`src/rtl/prot_pkg.sv`:
```
package prot_pkg;
  localparam int WORD_W = 32;

  typedef enum logic [1:0] {
    CLS_MISS  = 2'd0,
    CLS_PROT  = 2'd1,
    CLS_MULTI = 2'd2,
    CLS_MISAL = 2'd3
  } excCls_e;

  typedef enum logic [2:0] {
    SEL_BASE   = 3'd0,
    SEL_CTRL   = 3'd1,
    SEL_MEMCTL = 3'd2,
    SEL_FSTAT  = 3'd3,
    SEL_FADDR  = 3'd4
  } regSel_e;

  typedef enum logic [2:0] {
    IMP_NONE, IMP_OK, IMP_MISS, IMP_PROT, IMP_HWERR
  } implicit_e;

  // strobes from control to datapath
  typedef struct packed {
    logic logD;
    logic logI;
    logic missBit;
  } logStrobe_t;

  // summary of the table lookup, datapath to control
  typedef struct packed {
    logic        enabled;
    logic        multi;
    logic        single;
    logic        permFault;
    logic [15:0] hitMap;
  } matchSum_t;
endpackage

```
`src/rtl/prot_store.sv`:
```
module prot_store
  import prot_pkg::*;
#(
  parameter int NUM_DESC  = 16,
  parameter int VALID_BIT = 0,
  parameter int URD_BIT   = 2,
  parameter int UWR_BIT   = 3,
  parameter int SWR_BIT   = 4,
  parameter int DIRTY_BIT = 7,
  parameter int CHBL_BIT  = 12,
  parameter int WT_BIT    = 14,
  parameter int EN_BIT    = 1
) (
  input  logic              clk,
  input  logic              rstN,
  input  logic              cfgWe,
  input  logic              cfgInst,
  input  logic [2:0]        cfgSel,
  input  logic [3:0]        cfgIdx,
  input  logic [WORD_W-1:0] cfgWdata,
  input  logic              rdInst,
  input  logic [2:0]        rdSel,
  input  logic [3:0]        rdIdx,
  output logic [WORD_W-1:0] rdData,
  input  logic [WORD_W-1:0] chkAddr,
  input  logic              accInst,
  input  logic              accWrite,
  input  logic              accSupv,
  input  logic              accDag1,
  input  logic [WORD_W-1:0] curPc,
  input  logStrobe_t        strobe,
  output matchSum_t         sum
);
  localparam int CNT_W = $clog2(NUM_DESC + 1);

  logic [WORD_W-1:0] baseR [2][NUM_DESC];
  logic [WORD_W-1:0] ctrlR [2][NUM_DESC];
  logic [WORD_W-1:0] memCtl [2];
  logic [WORD_W-1:0] fStat [2];
  logic [WORD_W-1:0] fAddr [2];

  logic [NUM_DESC-1:0] hitVec, permVec;
  logic [CNT_W-1:0]    hitCnt;
  logic                side;

  assign side = accInst;

  // descriptor and control storage
  always_ff @(posedge clk) begin
    if (!rstN) begin
      for (int s = 0; s < 2; s++) begin
        memCtl[s] <= 32'h1;
        for (int i = 0; i < NUM_DESC; i++) begin
          baseR[s][i] <= '0;
          ctrlR[s][i] <= '0;
        end
      end
    end else if (cfgWe) begin
      case (cfgSel)
        SEL_BASE:   baseR[cfgInst][cfgIdx] <= cfgWdata;
        SEL_CTRL:   ctrlR[cfgInst][cfgIdx] <= cfgWdata;
        SEL_MEMCTL: memCtl[cfgInst] <= cfgWdata;
        default: ;  // fault registers are not writable
      endcase
    end
  end

  // fault logging
  always_ff @(posedge clk) begin
    if (!rstN) begin
      fStat[0] <= '0; fStat[1] <= '0;
      fAddr[0] <= '0; fAddr[1] <= '0;
    end else begin
      if (strobe.logD) begin
        fStat[0] <= {12'd0, strobe.missBit, accDag1, accSupv, accWrite, sum.hitMap};
        fAddr[0] <= chkAddr;
        fStat[1] <= {14'd0, accSupv, 17'd0};
        fAddr[1] <= curPc;
      end else if (strobe.logI) begin
        fStat[1] <= {12'd0, strobe.missBit, accDag1, accSupv, accWrite, sum.hitMap};
        fAddr[1] <= chkAddr;
      end
    end
  end

  // per-descriptor range and permission check
  for (genvar g = 0; g < NUM_DESC; g++) begin : g_desc
    logic [WORD_W-1:0] cw;
    logic [WORD_W:0]   pageEnd;
    logic [22:0]       pageBytes;
    assign cw = ctrlR[side][g];
    always_comb begin
      case (cw[17:16])
        2'd0:    pageBytes = 23'd1 << 10;
        2'd1:    pageBytes = 23'd1 << 12;
        2'd2:    pageBytes = 23'd1 << 20;
        default: pageBytes = 23'd1 << 22;
      endcase
      pageEnd = {1'b0, baseR[side][g]} + {10'd0, pageBytes};
      hitVec[g] = cw[VALID_BIT] && (chkAddr >= baseR[side][g])
                  && ({1'b0, chkAddr} < pageEnd);
      if (accWrite)
        permVec[g] = (!accSupv && !cw[UWR_BIT]) || (accSupv && !cw[SWR_BIT])
                     || (cw[CHBL_BIT] && !cw[WT_BIT] && !cw[DIRTY_BIT]);
      else
        permVec[g] = !accSupv && !cw[URD_BIT];
    end
  end

  always_comb begin
    hitCnt = '0;
    for (int i = 0; i < NUM_DESC; i++) hitCnt = hitCnt + CNT_W'(hitVec[i]);
    sum.enabled   = memCtl[side][EN_BIT];
    sum.multi     = sum.enabled && (hitCnt >= CNT_W'(2));
    sum.single    = !sum.enabled || (hitCnt == CNT_W'(1));
    sum.permFault = sum.enabled && |(hitVec & permVec);
    sum.hitMap    = '0;
    if (sum.enabled) sum.hitMap[NUM_DESC-1:0] = hitVec;
  end

  always_comb begin
    case (rdSel)
      SEL_BASE:   rdData = baseR[rdInst][rdIdx];
      SEL_CTRL:   rdData = ctrlR[rdInst][rdIdx];
      SEL_MEMCTL: rdData = memCtl[rdInst];
      SEL_FSTAT:  rdData = fStat[rdInst];
      SEL_FADDR:  rdData = fAddr[rdInst];
      default:    rdData = '0;
    endcase
  end

  // without a logging strobe the data status holds
  a_r9_status_hold: assert property (@(posedge clk) disable iff (!rstN)
    !strobe.logD |=> $stable(fStat[0]));
  // data fault records the program counter on the instruction side
  a_r10_pc_capture: assert property (@(posedge clk) disable iff (!rstN)
    strobe.logD |=> fAddr[1] == $past(curPc));
  // memory control never changes without a port write
  a_r11_memctl_hold: assert property (@(posedge clk) disable iff (!rstN)
    !cfgWe |=> $stable(memCtl[0]) && $stable(memCtl[1]));
endmodule

```
`src/rtl/prot_decide.sv`:
```
module prot_decide
  import prot_pkg::*;
#(
  parameter int                LINE_BYTES = 32,
  parameter logic [WORD_W-1:0] SYS_BASE   = 32'hFFC0_0000
) (
  input  logic              clk,
  input  logic              rstN,
  input  logic              accValid,
  input  logic [WORD_W-1:0] accAddr,
  input  logic [1:0]        accSize,
  input  logic              accInst,
  input  logic              accSupv,
  input  logic              accDag1,
  input  logic              accCacheOp,
  input  matchSum_t         sum,
  output logic [WORD_W-1:0] chkAddr,
  output logic              excValid,
  output logic [1:0]        excClass,
  output logic              hwErr,
  output logStrobe_t        strobe
);
  localparam logic [WORD_W-1:0] LINE_MASK = WORD_W'(LINE_BYTES - 1);

  logic [2:0] sizeMask;
  logic       misal, fault, topFF, instRegion;
  implicit_e  imp;
  excCls_e    cls;

  assign chkAddr = accCacheOp ? (accAddr & ~LINE_MASK) : accAddr;

  always_comb begin
    sizeMask   = accCacheOp ? 3'd0 : 3'((4'd1 << accSize) - 4'd1);
    misal      = |(chkAddr[2:0] & sizeMask);
    topFF      = chkAddr[31:24] == 8'hFF;
    instRegion = chkAddr[31:20] == 12'hFFA;
    if (chkAddr >= SYS_BASE)
      imp = accInst ? IMP_MISS : ((!accSupv || accDag1) ? IMP_PROT : IMP_OK);
    else if (topFF && accInst)
      imp = instRegion ? IMP_OK : IMP_PROT;
    else if (topFF)
      imp = instRegion ? IMP_HWERR : IMP_OK;
    else
      imp = IMP_NONE;
  end

  always_comb begin
    fault = 1'b1;
    hwErr = 1'b0;
    cls   = CLS_MISS;
    if (sum.multi)          cls = CLS_MULTI;
    else if (misal)         cls = CLS_MISAL;
    else if (sum.permFault) cls = CLS_PROT;
    else begin
      case (imp)
        IMP_OK:    fault = 1'b0;
        IMP_PROT:  cls = CLS_PROT;
        IMP_MISS:  cls = CLS_MISS;
        IMP_HWERR: begin fault = 1'b0; hwErr = accValid; end
        default:   fault = !sum.single;
      endcase
    end
    fault = fault && accValid;
  end

  assign excClass       = cls;
  assign excValid       = fault && !(accCacheOp && cls == CLS_PROT);
  assign strobe.logD    = fault && !accInst;
  assign strobe.logI    = fault && accInst;
  assign strobe.missBit = cls == CLS_MISS;

  // a multiple match from the table always wins
  a_r5_multi_wins: assert property (@(posedge clk) disable iff (!rstN)
    accValid && sum.multi |-> excValid && excClass == CLS_MULTI);
  // cache-line checks never report a protection violation
  a_r12_cache_no_prot: assert property (@(posedge clk) disable iff (!rstN)
    accValid && accCacheOp |-> !(excValid && excClass == CLS_PROT));
  // hardware error and exception are exclusive
  a_r8_hw_exclusive: assert property (@(posedge clk) disable iff (!rstN)
    !(hwErr && excValid));
  // with the table off no multiple hit is possible
  a_r6_off_no_multi: assert property (@(posedge clk) disable iff (!rstN)
    accValid && !sum.enabled |-> !(excValid && excClass == CLS_MULTI));
endmodule

```
`src/rtl/prot_range_check.sv`:
```
module prot_range_check
  import prot_pkg::*;
#(
  parameter int NUM_DESC   = 16,
  parameter int LINE_BYTES = 32
) (
  input  logic        clk,
  input  logic        rstN,
  input  logic        cfgWe,
  input  logic        cfgInst,
  input  logic [2:0]  cfgSel,
  input  logic [3:0]  cfgIdx,
  input  logic [31:0] cfgWdata,
  input  logic        rdInst,
  input  logic [2:0]  rdSel,
  input  logic [3:0]  rdIdx,
  output logic [31:0] rdData,
  input  logic        accValid,
  input  logic [31:0] accAddr,
  input  logic [1:0]  accSize,
  input  logic        accWrite,
  input  logic        accInst,
  input  logic        accSupv,
  input  logic        accDag1,
  input  logic        accCacheOp,
  input  logic [31:0] curPc,
  output logic        excValid,
  output logic [1:0]  excClass,
  output logic        hwErr
);
  matchSum_t         sum;
  logStrobe_t        strobe;
  logic [WORD_W-1:0] chkAddr;

  prot_store #(.NUM_DESC(NUM_DESC)) uStore (
    .clk(clk), .rstN(rstN), .cfgWe(cfgWe), .cfgInst(cfgInst), .cfgSel(cfgSel),
    .cfgIdx(cfgIdx), .cfgWdata(cfgWdata), .rdInst(rdInst), .rdSel(rdSel),
    .rdIdx(rdIdx), .rdData(rdData), .chkAddr(chkAddr), .accInst(accInst),
    .accWrite(accWrite), .accSupv(accSupv), .accDag1(accDag1), .curPc(curPc),
    .strobe(strobe), .sum(sum));

  prot_decide #(.LINE_BYTES(LINE_BYTES)) uDecide (
    .clk(clk), .rstN(rstN), .accValid(accValid), .accAddr(accAddr),
    .accSize(accSize), .accInst(accInst), .accSupv(accSupv), .accDag1(accDag1),
    .accCacheOp(accCacheOp), .sum(sum), .chkAddr(chkAddr), .excValid(excValid),
    .excClass(excClass), .hwErr(hwErr), .strobe(strobe));
endmodule

```
`config.mk`:
```
export PLATFORM = sky130hd
export DESIGN_NAME = prot_range_check
export DESIGN_NICKNAME = d
export VERILOG_FILES = /design/src/rtl/prot_pkg.sv /design/src/rtl/prot_store.sv /design/src/rtl/prot_decide.sv /design/src/rtl/prot_range_check.sv
export SDC_FILE = /design/constraint.sdc
export NUM_CORES = 2
export LEC_CHECK = 0
export BUFFER_PORTS_ARGS = -buffer_cell sky130_fd_sc_hd__buf_2
export CORE_ASPECT_RATIO = 1.25
export CORE_MARGIN = 2
export CORE_UTILIZATION = 60
export CTS_BUF_LIST = sky130_fd_sc_hd__clkbuf_8
export DETAILED_ROUTE_END_ITERATION = 12
export HOLD_SLACK_MARGIN = 0.15
export PLACE_DENSITY_LB_ADDON = 0.08
export SYNTH_ARGS = -nofsm -noshare
export SYNTH_HDL_FRONTEND = slang
export SYNTH_SLANG_ARGS = --single-unit
```
`constraint.sdc`:
```
create_clock -name clk -period 16.8 [get_ports clk]
set_clock_uncertainty 0.05 [all_clocks]
set_input_delay 1.68 -clock clk [delete_from_list [all_inputs] [get_ports clk]]
set_output_delay 1.68 -clock clk [all_outputs]
set_load 0.01 [all_outputs]
```
==> flow_summary_export.csv <==
group,metric,value,unit
status,status,"finished, violations left",
status,violations,"max-capacitance violations, max-slew violations",
worst_setup_path,slowest_delay,1.04,ns
layout,layout_common_cells,"2216 x edfxtp_1, 1232 x and2_1, 949 x ha_1",
layout,synthToLayoutAreaGrowth,8.92,%
layout,final_nets,11245,
sta,fin_crit_sh,89.1,%
worst_setup_path,regToRegStartpoint,"uStore.ctrlR[1][81]",
place,hpwl,358,mm
sta,worst_pin_slew,1.65,ns
layout,multi_input_area,0.0626,mm2
worst_setup_path,crit_top_cell,"fa_1",
synth,yosysUniqueCellTypes,110,
worst_setup_path,path_class,"input port to primary output",
cts,cts_resized,0,
global_routing,grt_max_degree,148,
route,wl,515,mm
hold_path,hold_class,"flip-flop to flip-flop",
sta,tns,0,ns
route,avgRoutedWirePerCell,38.5,um
synth,syn_inst,9949,
synth,syn_area,0.132,mm2
floorplan,coreArea,0.218,mm2
job,cap_violations,3,
synth,ys_dominant_reg_cell,"edfxtp_1",
sta,finalHoldViolations,0,
global_routing,grt_pass1_vias,94673,
worst_setup_path,critical_path_peak_fanout,93,
layout,regArea,0.0665,mm2
worst_setup_path,r2r_slack,4.24,ns
hold_path,holdPathEnd,"uStore.fStat[0][3]",
sta,rsz0062_at_grt,"false",
worst_setup_path,start_kind,"input port",
global_routing,track_usage,45.7,%
synth,synth_edf_count,2216,
cts,cts-root-buf,"clkbuf_8",
worst_setup_path,worstPathArrival,13.24,ns
power_and_ir_drop,powerDensity,97.3,mW/mm2
worst_setup_path,slowest_stage,"nor3_1",
sta,slew_viol_final,5,
synth,synth_seq_cells,2216,
layout,fin_cells,13368,
cts,clock_path_buffers,4,
sta,maxClockFrequency,0.0668,GHz
route,vias,95384,
hold_path,min_from,"uStore.memCtl[0][1]",
sta,setup_viol,0,
power_and_ir_drop,leakagePower,0.0539,uW
cts,cts.sinks,2216,
cts,tritoncts,"done",
synth,yosysWarnings,0,
route,viasPerCell,7.14,
floorplan,fp-row-count,192,
sta,finalCriticalPeriod,14.97,ns
synth,ys_seq_area_share,50.6,%
synth,syn_avg_cell_area,13.2,um2
place,gp_congestion,1.06,
worst_setup_path,r2r_end,"uStore.fStat[1][3]",
power_and_ir_drop,vdd.ir_drop.worst,0.000112,V
cts,cts_buffers,360,
layout,n_fill_cell,16001,
floorplan,die_h,528,um
floorplan,die_x,423,um
floorplan,start_util,60.2,%
route,ant_nets,0,
layout,layout_commonest_cell,"edfxtp_1",
cts,cts_setup_buffers,0,
sta,relSlewSlack,-10.9,%
global_routing,gr-total-overflow,0,
layout,drive_gt1_share,17.3,%
place,numPortBuffers,158,
synth,syn_nets,11031,
cts,cts_hold_buffers,0,
worst_setup_path,rr_worst_depth,32,
global_routing,grt_pass1_wl,709,mm
synth,synthArstFlopShare,0,%
cts,worstSkewPairLatency,1.05,ns
place,dp_cells,12708,
route,drt-initial-drc-count,12983,
worst_setup_path,critPathRequiredTime,15.07,ns
floorplan,dieArea,0.223,mm2
cts,clk_pin_slew,0.06,ns
route,drt_pass1_iterations,6,
hold_path,holdPathStages,2,
global_routing,antenna_found_initial,54,
cts,htreeDepth,5,
route,drcViolationCount,0,
floorplan,ios,159,
worst_setup_path,end_kind,"primary output",
-- critical path, delay by kind of cell --
family,cells,cell delay (ns)
AOI/OAI and AO/OA,8,2.46
xor gates and xnor gates,1,0.14
adders and majority gates,8,3.62
buffers and inverters,4,1.66
and+or+nand+nor,8,3.52
-- layer usage --
layer | vias to the layer above | share of wire (%) | track usage [%]
li1 | 38777 | - | -
met1 | 47932 | 32 | 51.5
met2 | 6724 | 47 | 72.8
met3 | 1925 | 11 | 10.9
met4 | 26 | 11 | 40.3
met5 | - | 0.047 | 0.260
-- sequential cells by signal, indices dropped and copies added, names as in the netlist --
register,flops
uStore.memCtl,64
uStore.fAddr,64
uStore.baseR,1024
uStore.fStat,40
uStore.ctrlR,1024
-- power breakdown --
group	leakage [uW]	internal, uW	switching [uW]
sequential	0.0212	6460	200
combinational	0.0290	946	1750
clock	0.00381	2290	2290
-- layout make-up --
| cell class | instances | share of cell area [%] |
|---|---|---|
| diodes | 26 | 0.0454 |
| clock inverters | 270 | 1.18 |
| repair buffers | 423 | 2.05 |
| clock buffers | 361 | 3.47 |
| inverters | 228 | 0.597 |
| flip-flops and latches | 2216 | 46.4 |
| well taps | 2910 | 2.54 |
| multi-input cells | 6934 | 43.7 |
-- per-stage QoR --
| step | utilization, % | worst slack [ns] | power (uW) | instance area [um2] | hold slack [ns] |
|---|---|---|---|---|---|
| 5_1_grt | 65.6 | 1.73 | 14300 | 143000 | 0.852 |
| 2_1_floorplan | - | 3.05 | 8260 | 132000 | 0.609 |
| 6_report | 65.6 | 1.83 | 13900 | 143000 | 0.844 |
| 3_3_place_gp | 62.5 | 1.59 | 9280 | 136000 | 0.818 |
| 3_5_place_dp | 62.5 | 2.36 | 9350 | 137000 | 0.826 |
| 4_1_cts | 65.6 | 2.34 | 13800 | 143000 | 0.837 |
-- cell families after synthesis --
logic type / Yosys count / share of synthesized area, %
simple gates: 2946 / 12.6
compound gates: 1406 / 6.76
buf+inv: 799 / 2.64
flops: 2216 / 50.6
mux: 1329 / 16.3
xor+xnor: 294 / 1.96
fa+ha+maj: 959 / 9.18
-- cells in the mapped netlist (17+ instances only) --
library cell / count / share of area (%)
edfxtp_1: 2216 / 51
and2_1: 1234 / 5.9
ha_1: 949 / 9.0
mux4_2: 640 / 11
mux2i_1: 606 / 4.6
nand2_1: 486 / 1.4
a21oi_1: 418 / 1.6
clkbuf_1: 405 / 1.2
o21ai_0: 380 / 1.4
nor2_1: 326 / 0.93
inv_1: 228 / 0.65
nand3_1: 194 / 0.74
xnor2_1: 179 / 1.2
nand4_1: 155 / 0.74
xor2_1: 115 / 0.77
a21o_1: 98 / 0.56
nand2b_1: 93 / 0.44
nand3b_1: 73 / 0.42
nor2b_1: 73 / 0.35
mux2_2: 71 / 0.61
o211ai_1: 68 / 0.39
nor3_1: 66 / 0.25
a31oi_1: 65 / 0.31
buf_2: 61 / 0.23
nor3b_1: 61 / 0.35
buf_1: 58 / 0.17
a211oi_1: 57 / 0.33
o311ai_0: 31 / 0.21
o31ai_1: 31 / 0.18
and4_1: 29 / 0.19
a221oi_1: 26 / 0.17
nor4_1: 25 / 0.12
a2111oi_0: 22 / 0.15
buf_6: 22 / 0.19
and3_1: 20 / 0.095
nand4b_1: 17 / 0.11
o21a_1: 17 / 0.097
or2_2: 17 / 0.081
or3_1: 17 / 0.081
-- how the worst max path moves through the flow --
stage               cells after the start    start  slack [ns]  endpoint
finish                                 29  accInst        1.83     hwErr
floorplan                              46  accInst        3.05  excValid
global placement                       32  accInst        1.59  excValid
CTS                                    33  accInst        2.34  excValid
global route                           30  accInst        1.73     hwErr
detailed placement                     33  accInst        2.36  excValid
Power figures use the tool's default switching activity.
